$ cat src/rtl/x86_mode_tracker.sv
module x86_mode_tracker (
  input  logic       clk,
  input  logic       rst_n,
  input  logic       cr0_wr,
  input  logic       cr0_pe,
  input  logic       iret_ev,
  input  logic       iret_vm,
  input  logic [1:0] iret_cpl,
  input  logic       popf_ev,
  input  logic       tsw_ev,
  input  logic       tsw_vm,
  input  logic [1:0] tsw_cpl,
  input  logic       int_ev,
  input  logic       int_sw,
  input  logic [1:0] gate_kind,
  input  logic [1:0] gate_dpl,
  input  logic       tgt_conf,
  input  logic [1:0] tgt_dpl,
  output logic [1:0] mode,
  output logic [1:0] cpl,
  output logic       vm,
  output logic       fault
);
  localparam logic [1:0] MODE_REAL = 2'd0;
  localparam logic [1:0] MODE_PROT = 2'd1;
  localparam logic [1:0] MODE_V86  = 2'd2;
  localparam logic [1:0] GK_INT32  = 2'd0;
  localparam logic [1:0] GK_TRAP32 = 2'd1;
  localparam logic [1:0] GK_TSS32  = 2'd2;

  logic       pe_q, vm_q, fault_q;
  logic [1:0] cpl_q;
  logic       pe_n, vm_n;
  logic [1:0] cpl_n;

  wire in_prot = pe_q & ~vm_q;
  wire priv_ok = ~int_sw | (cpl_q <= gate_dpl);
  wire exit_ok = ((gate_kind == GK_INT32 || gate_kind == GK_TRAP32) && !tgt_conf && tgt_dpl == 2'd0)
               || gate_kind == GK_TSS32;
  wire int_bad = int_ev & pe_q & (~priv_ok | (vm_q & ~exit_ok));

  always_comb begin
    pe_n  = pe_q;
    vm_n  = vm_q;
    cpl_n = cpl_q;
    if (int_ev) begin
      if (pe_q && !int_bad) begin
        if (vm_q) begin
          vm_n  = 1'b0;
          cpl_n = 2'd0;
        end else if (gate_kind == GK_TSS32 || !tgt_conf) begin
          cpl_n = tgt_dpl;
        end
      end
    end else if (tsw_ev) begin
      if (pe_q) begin
        vm_n  = tsw_vm;
        cpl_n = tsw_vm ? 2'd3 : tsw_cpl;
      end
    end else if (iret_ev) begin
      if (in_prot) begin
        if (iret_vm && cpl_q == 2'd0) begin
          vm_n  = 1'b1;
          cpl_n = 2'd3;
        end else if (iret_cpl >= cpl_q) begin
          cpl_n = iret_cpl;
        end
      end
    end else if (cr0_wr) begin
      if (!vm_q) begin
        pe_n = cr0_pe;
        if (!cr0_pe) cpl_n = 2'd0;
      end
    end else if (popf_ev) begin
      vm_n = vm_q;
    end
  end

  always_ff @(posedge clk or negedge rst_n) begin
    if (!rst_n) begin
      pe_q    <= 1'b0;
      vm_q    <= 1'b0;
      cpl_q   <= 2'd0;
      fault_q <= 1'b0;
    end else begin
      pe_q    <= pe_n;
      vm_q    <= vm_n;
      cpl_q   <= cpl_n;
      fault_q <= int_bad;
    end
  end

  assign mode  = !pe_q ? MODE_REAL : (vm_q ? MODE_V86 : MODE_PROT);
  assign cpl   = cpl_q;
  assign vm    = vm_q;
  assign fault = fault_q;
endmodule


$ cat config.mk
export PLATFORM = sky130hd
export DESIGN_NAME = x86_mode_tracker
export DESIGN_NICKNAME = d
export VERILOG_FILES = /design/src/rtl/x86_mode_tracker.sv
export SDC_FILE = /design/constraint.sdc
export NUM_CORES = 1
export LEC_CHECK = 0
export CORE_AREA = 2 2 39 41
export CTS_CLUSTER_SIZE = 14
export DETAILED_ROUTE_END_ITERATION = 10
export DIE_AREA = 0 0 41 43
export DONT_BUFFER_PORTS = 1
export RECOVER_POWER = 50
export SLEW_MARGIN = 20
export SYNTH_ARGS = -nofsm -noshare
export SYNTH_HDL_FRONTEND = slang
export SYNTH_SLANG_ARGS = --single-unit
$ cat constraint.sdc
create_clock -name clk -period 1.8 [get_ports clk]
set_clock_uncertainty 0.15 [all_clocks]
set_input_delay 0.54 -clock clk [delete_from_list [all_inputs] [get_ports clk]]
set_output_delay 0.54 -clock clk [all_outputs]
set_load 0.03 [all_outputs]
==> summary.md <==
| Metric | Value |
|---|---|
| Outcome | finished, final reports clean |
| FP Rows | 14 |
| Final period utilization | 98.85% |
| Final #Nets | 94 |
| Mapped Area | 473.0 sq um |
| Area used by multi-input combinational logic | 357.8 sq um |
| HP Start | int_ev |
| Area grow syn2layout | 32.54% |
| Total gr overflow | 0 |
| Vias in the first global route | 443 |
| Cell Pwr Density | 1500 mW/mm^2 |
| Pre-antenna DRT Iters | 4 |
| Root buffer cell | clkbuf_4 |
| Leak | 0.2823 nW |
| Via density | 5.446 |
| Setup TNS | 0 ns |
| Crit path max-delay family | compound AO/OA/AOI/OAI gates |
| Avg WL per Cell | 13.13 microns |
| Crit Path Class | reg -> reg |
| Hold WC Path Type | in -> reg |
| TritonCTS buffer count | 3 |
| Sequential share of the synthesized area | 26.46% |
| Met3 Resource Use GR | 7.853% |
| Net Count, Synth | 80 |
| CP cell instances | ha_1, nand2b_4, a211o_1, nand2_1, a311o_2, mux2i_1 |
| Most area-consuming cells after synthesis | dfrtp_1 (26%), ha_1 (11%), nor2b_1 (5.3%) |
| Max-cap viol count | 0 |
| Fin area | 626.9 sq um |
| Antenna diode count | 0 |
| Worst-margin pin slew | 0.2879 ns |
| Post-DP HPWL | 897.6 microns |
| Tmin final | 1.779 ns |
| Layout Utilization | 45.30% |
| Met2 usage | 22.19% |
| Post-synthesis cell count | 54 |
| Hold path depth | 1 |
| Share of the synthesized area in the top cell type | 26.46% |
| Crit Path Max Fanout | 3 |
| Slew headroom | 80.56% |
| Die area | 0.001763 sq mm |
| Hold slack | 0.2537 ns |
| Largest net degree at the start of global routing | 9 |
| Max VDD drop | 0.7427 mV |
| Max Transition Viols Final | 0 |
| Die height | 43 microns |
| Layout cells sized above 1 | 35.82% |
| Global Route Usage Sum | 13.94% |
| Yosys top cell by area | dfrtp_1 |
| Number of synthesized flops with an enable pin | 0 |
| Initial antenna violation count | 0 |
| Synth async-reset ratio | 100.0% |
| H-tree Lvls | 1 |
| Clock transition at path regs | 0.04 ns |
| I/O pins | 28 |
| RSZ-0062 raised after global routing | yes |
| Worst endpoint required time | 1.81 ns |
| Final setup viols | 0 |
| CP peak stage delay | 0.40 ns |
| RD Place Congestion | 0.7129 |
| # fillers | 143 |
| Flop2flop setup slack | 0.02 ns |
| Clk_lat worst skew | 0.24 ns |
| Synth Register Bits | 5 |
| F_max | 0.5620 GHz |
| Starting density of the core | 34.18% |
| IO buf count | 0 |
| Netlist cell types | 27 |
| DR iter-0 viols | 15 |
| Via count | 452 |
| Register area | 126.4 sq um |
| CTS tree | done |
| Dominant synthesized flop cell | dfrtp_1 |
| ANT nets after route | 0 |
| Final hold vios | 0 |
| CP max-delay cell | dfrtp_1 |
| Critical Path Start Type | flop |
| CP endpoint kind | flop |
| DRC violations left | 0 |
| Hold worst-path end | vm$_DFFE_PN0P_ |
| Core area | 0.001384 sq mm |
| Synth Area per Inst | 8.758 sq um |
| Worst reg-to-reg path cell count | 6 |
| First-pass GRT wire length | 1.725 mm |
| Die width | 41 microns |
| Total Wirelength | 1.090 mm |
| Buf/Inv on CP | 0 |
| CP arrival | 1.79 ns |
| Worst R2R Start | cpl[0]$_DFFE_PN0P_ |
| Worst r2r dst | cpl[0]$_DFFE_PN0P_ |
| GR Util met1 | 17.05% |
| Placed Area | 550.5 sq um |
| Yosys Warn Count | 0 |
| CTS Buffer Depth | 2 |
| Gr busiest metal | met2 |
| PnR Total Power | 0.9404 mW |
| Clock Sinks | 5 |
==> cell usage after synthesis (2+ instances only) <==
library cell  instances
dfrtp_1               5
ha_1                  4
nand2_1               2
nand2b_1              2
mux2i_1               2
nor2_1                3
a21oi_1               4
inv_1                 6
o21ai_0               5
nor2b_1               4
==> where the power goes <==
group	internal (mW)	total, mW	switching [mW]
Sequential	0.163	0.234	0.0710
Clock	0.0837	0.128	0.0441
Combinational	0.280	0.578	0.298
Total	0.527	0.940	0.413
==> area by class of cell <==
type                    instances  area share, %
clock buffers                   4          4.192
flip-flops and latches          5          20.16
repair buffers                  9          11.78
well taps                      16          3.194
inverters                       6          3.593
multi-input cells              43          57.09
==> flip-flops by register name, indices dropped and copies added, names as in the netlist <==
name / cells
pe_q: 1
vm: 1
cpl: 2
fault: 1
==> cells by family (layout without fill, tap and decap cells) <==
group,count (synthesis),in the layout,synth area share (%)
simple gates,19,19,25.92
compound gates,17,17,25.66
buf+inv,6,19,4.762
flops,5,5,26.46
fa+ha+maj,4,4,10.58
mux,3,3,6.614
==> routing by layer <==
layer | wire [microns] | vias to the layer above
li1 | - | 223
met1 | 458 | 204
met3 | 131 | 0
met5 | 0 | -
met4 | 0 | 0
met2 | 501 | 25
==> how the worst max path moves through the flow <==
stage,slack [ns],startpoint,cells after the start,to
floorplan,-0.12,tgt_dpl[0],5,cpl[0]$_DFFE_PN0P_
global placement,-0.19,gate_dpl[1],7,cpl[1]$_DFFE_PN0P_
detailed placement,-0.21,gate_dpl[1],7,cpl[0]$_DFFE_PN0P_
CTS,-0.006,cpl[0]$_DFFE_PN0P_,6,cpl[0]$_DFFE_PN0P_
global route,-0.06,cpl[0]$_DFFE_PN0P_,6,cpl[0]$_DFFE_PN0P_
finish,0.02,cpl[0]$_DFFE_PN0P_,6,cpl[0]$_DFFE_PN0P_
==> through the flow <==
stage               setup slack (ns)  instances
finish                       0.02066         83
global route                -0.06244         83
CTS                        -0.005735         83
detailed placement           -0.2098         77
global placement             -0.1882         77
floorplan                    -0.1168         54
==> cell usage in the layout, fill, tap and decap left out <==
master         Yosys  final
buf_4              0      7
inv_1              6      6
o21ai_0            5      5
a21oi_1            4      4
dfrtp_1            5      4
nor2b_1            4      3
ha_1               4      3
clkbuf_4           0      3
nor2_2             0      2
nand2_1            2      2
mux2i_1            2      2
or4_4              1      1
or2b_2             1      1
nand3_2            1      1
nor2b_4            0      1
o211ai_2           1      1
a21boi_2           1      1
and2_1             1      1
nor3b_2            1      1
a311oi_1           1      1
nor2_1             3      1
o31ai_1            1      1
o41ai_1            1      1
nand2b_4           0      1
a211o_1            1      1
nand3_1            1      1
nand2b_1           2      1
nor3_1             1      1
o211ai_1           1      1
a311o_2            1      1
nand3b_1           1      1
mux2_1             1      1
ha_4               0      1
clkbuf_1           0      1
dlygate4sd3_1      0      1
buf_6              0      1
dfrtp_2            0      1
==> what timing repair did <==
item,4_1_cts,5_1_grt
resized for setup,6,0
setup endpoints to repair,3,2
pin swaps,1,3
buffers inserted,1,0
hold buffers,1,0
hold endpoints to repair,5,0
(Power assumes the default switching activity.)
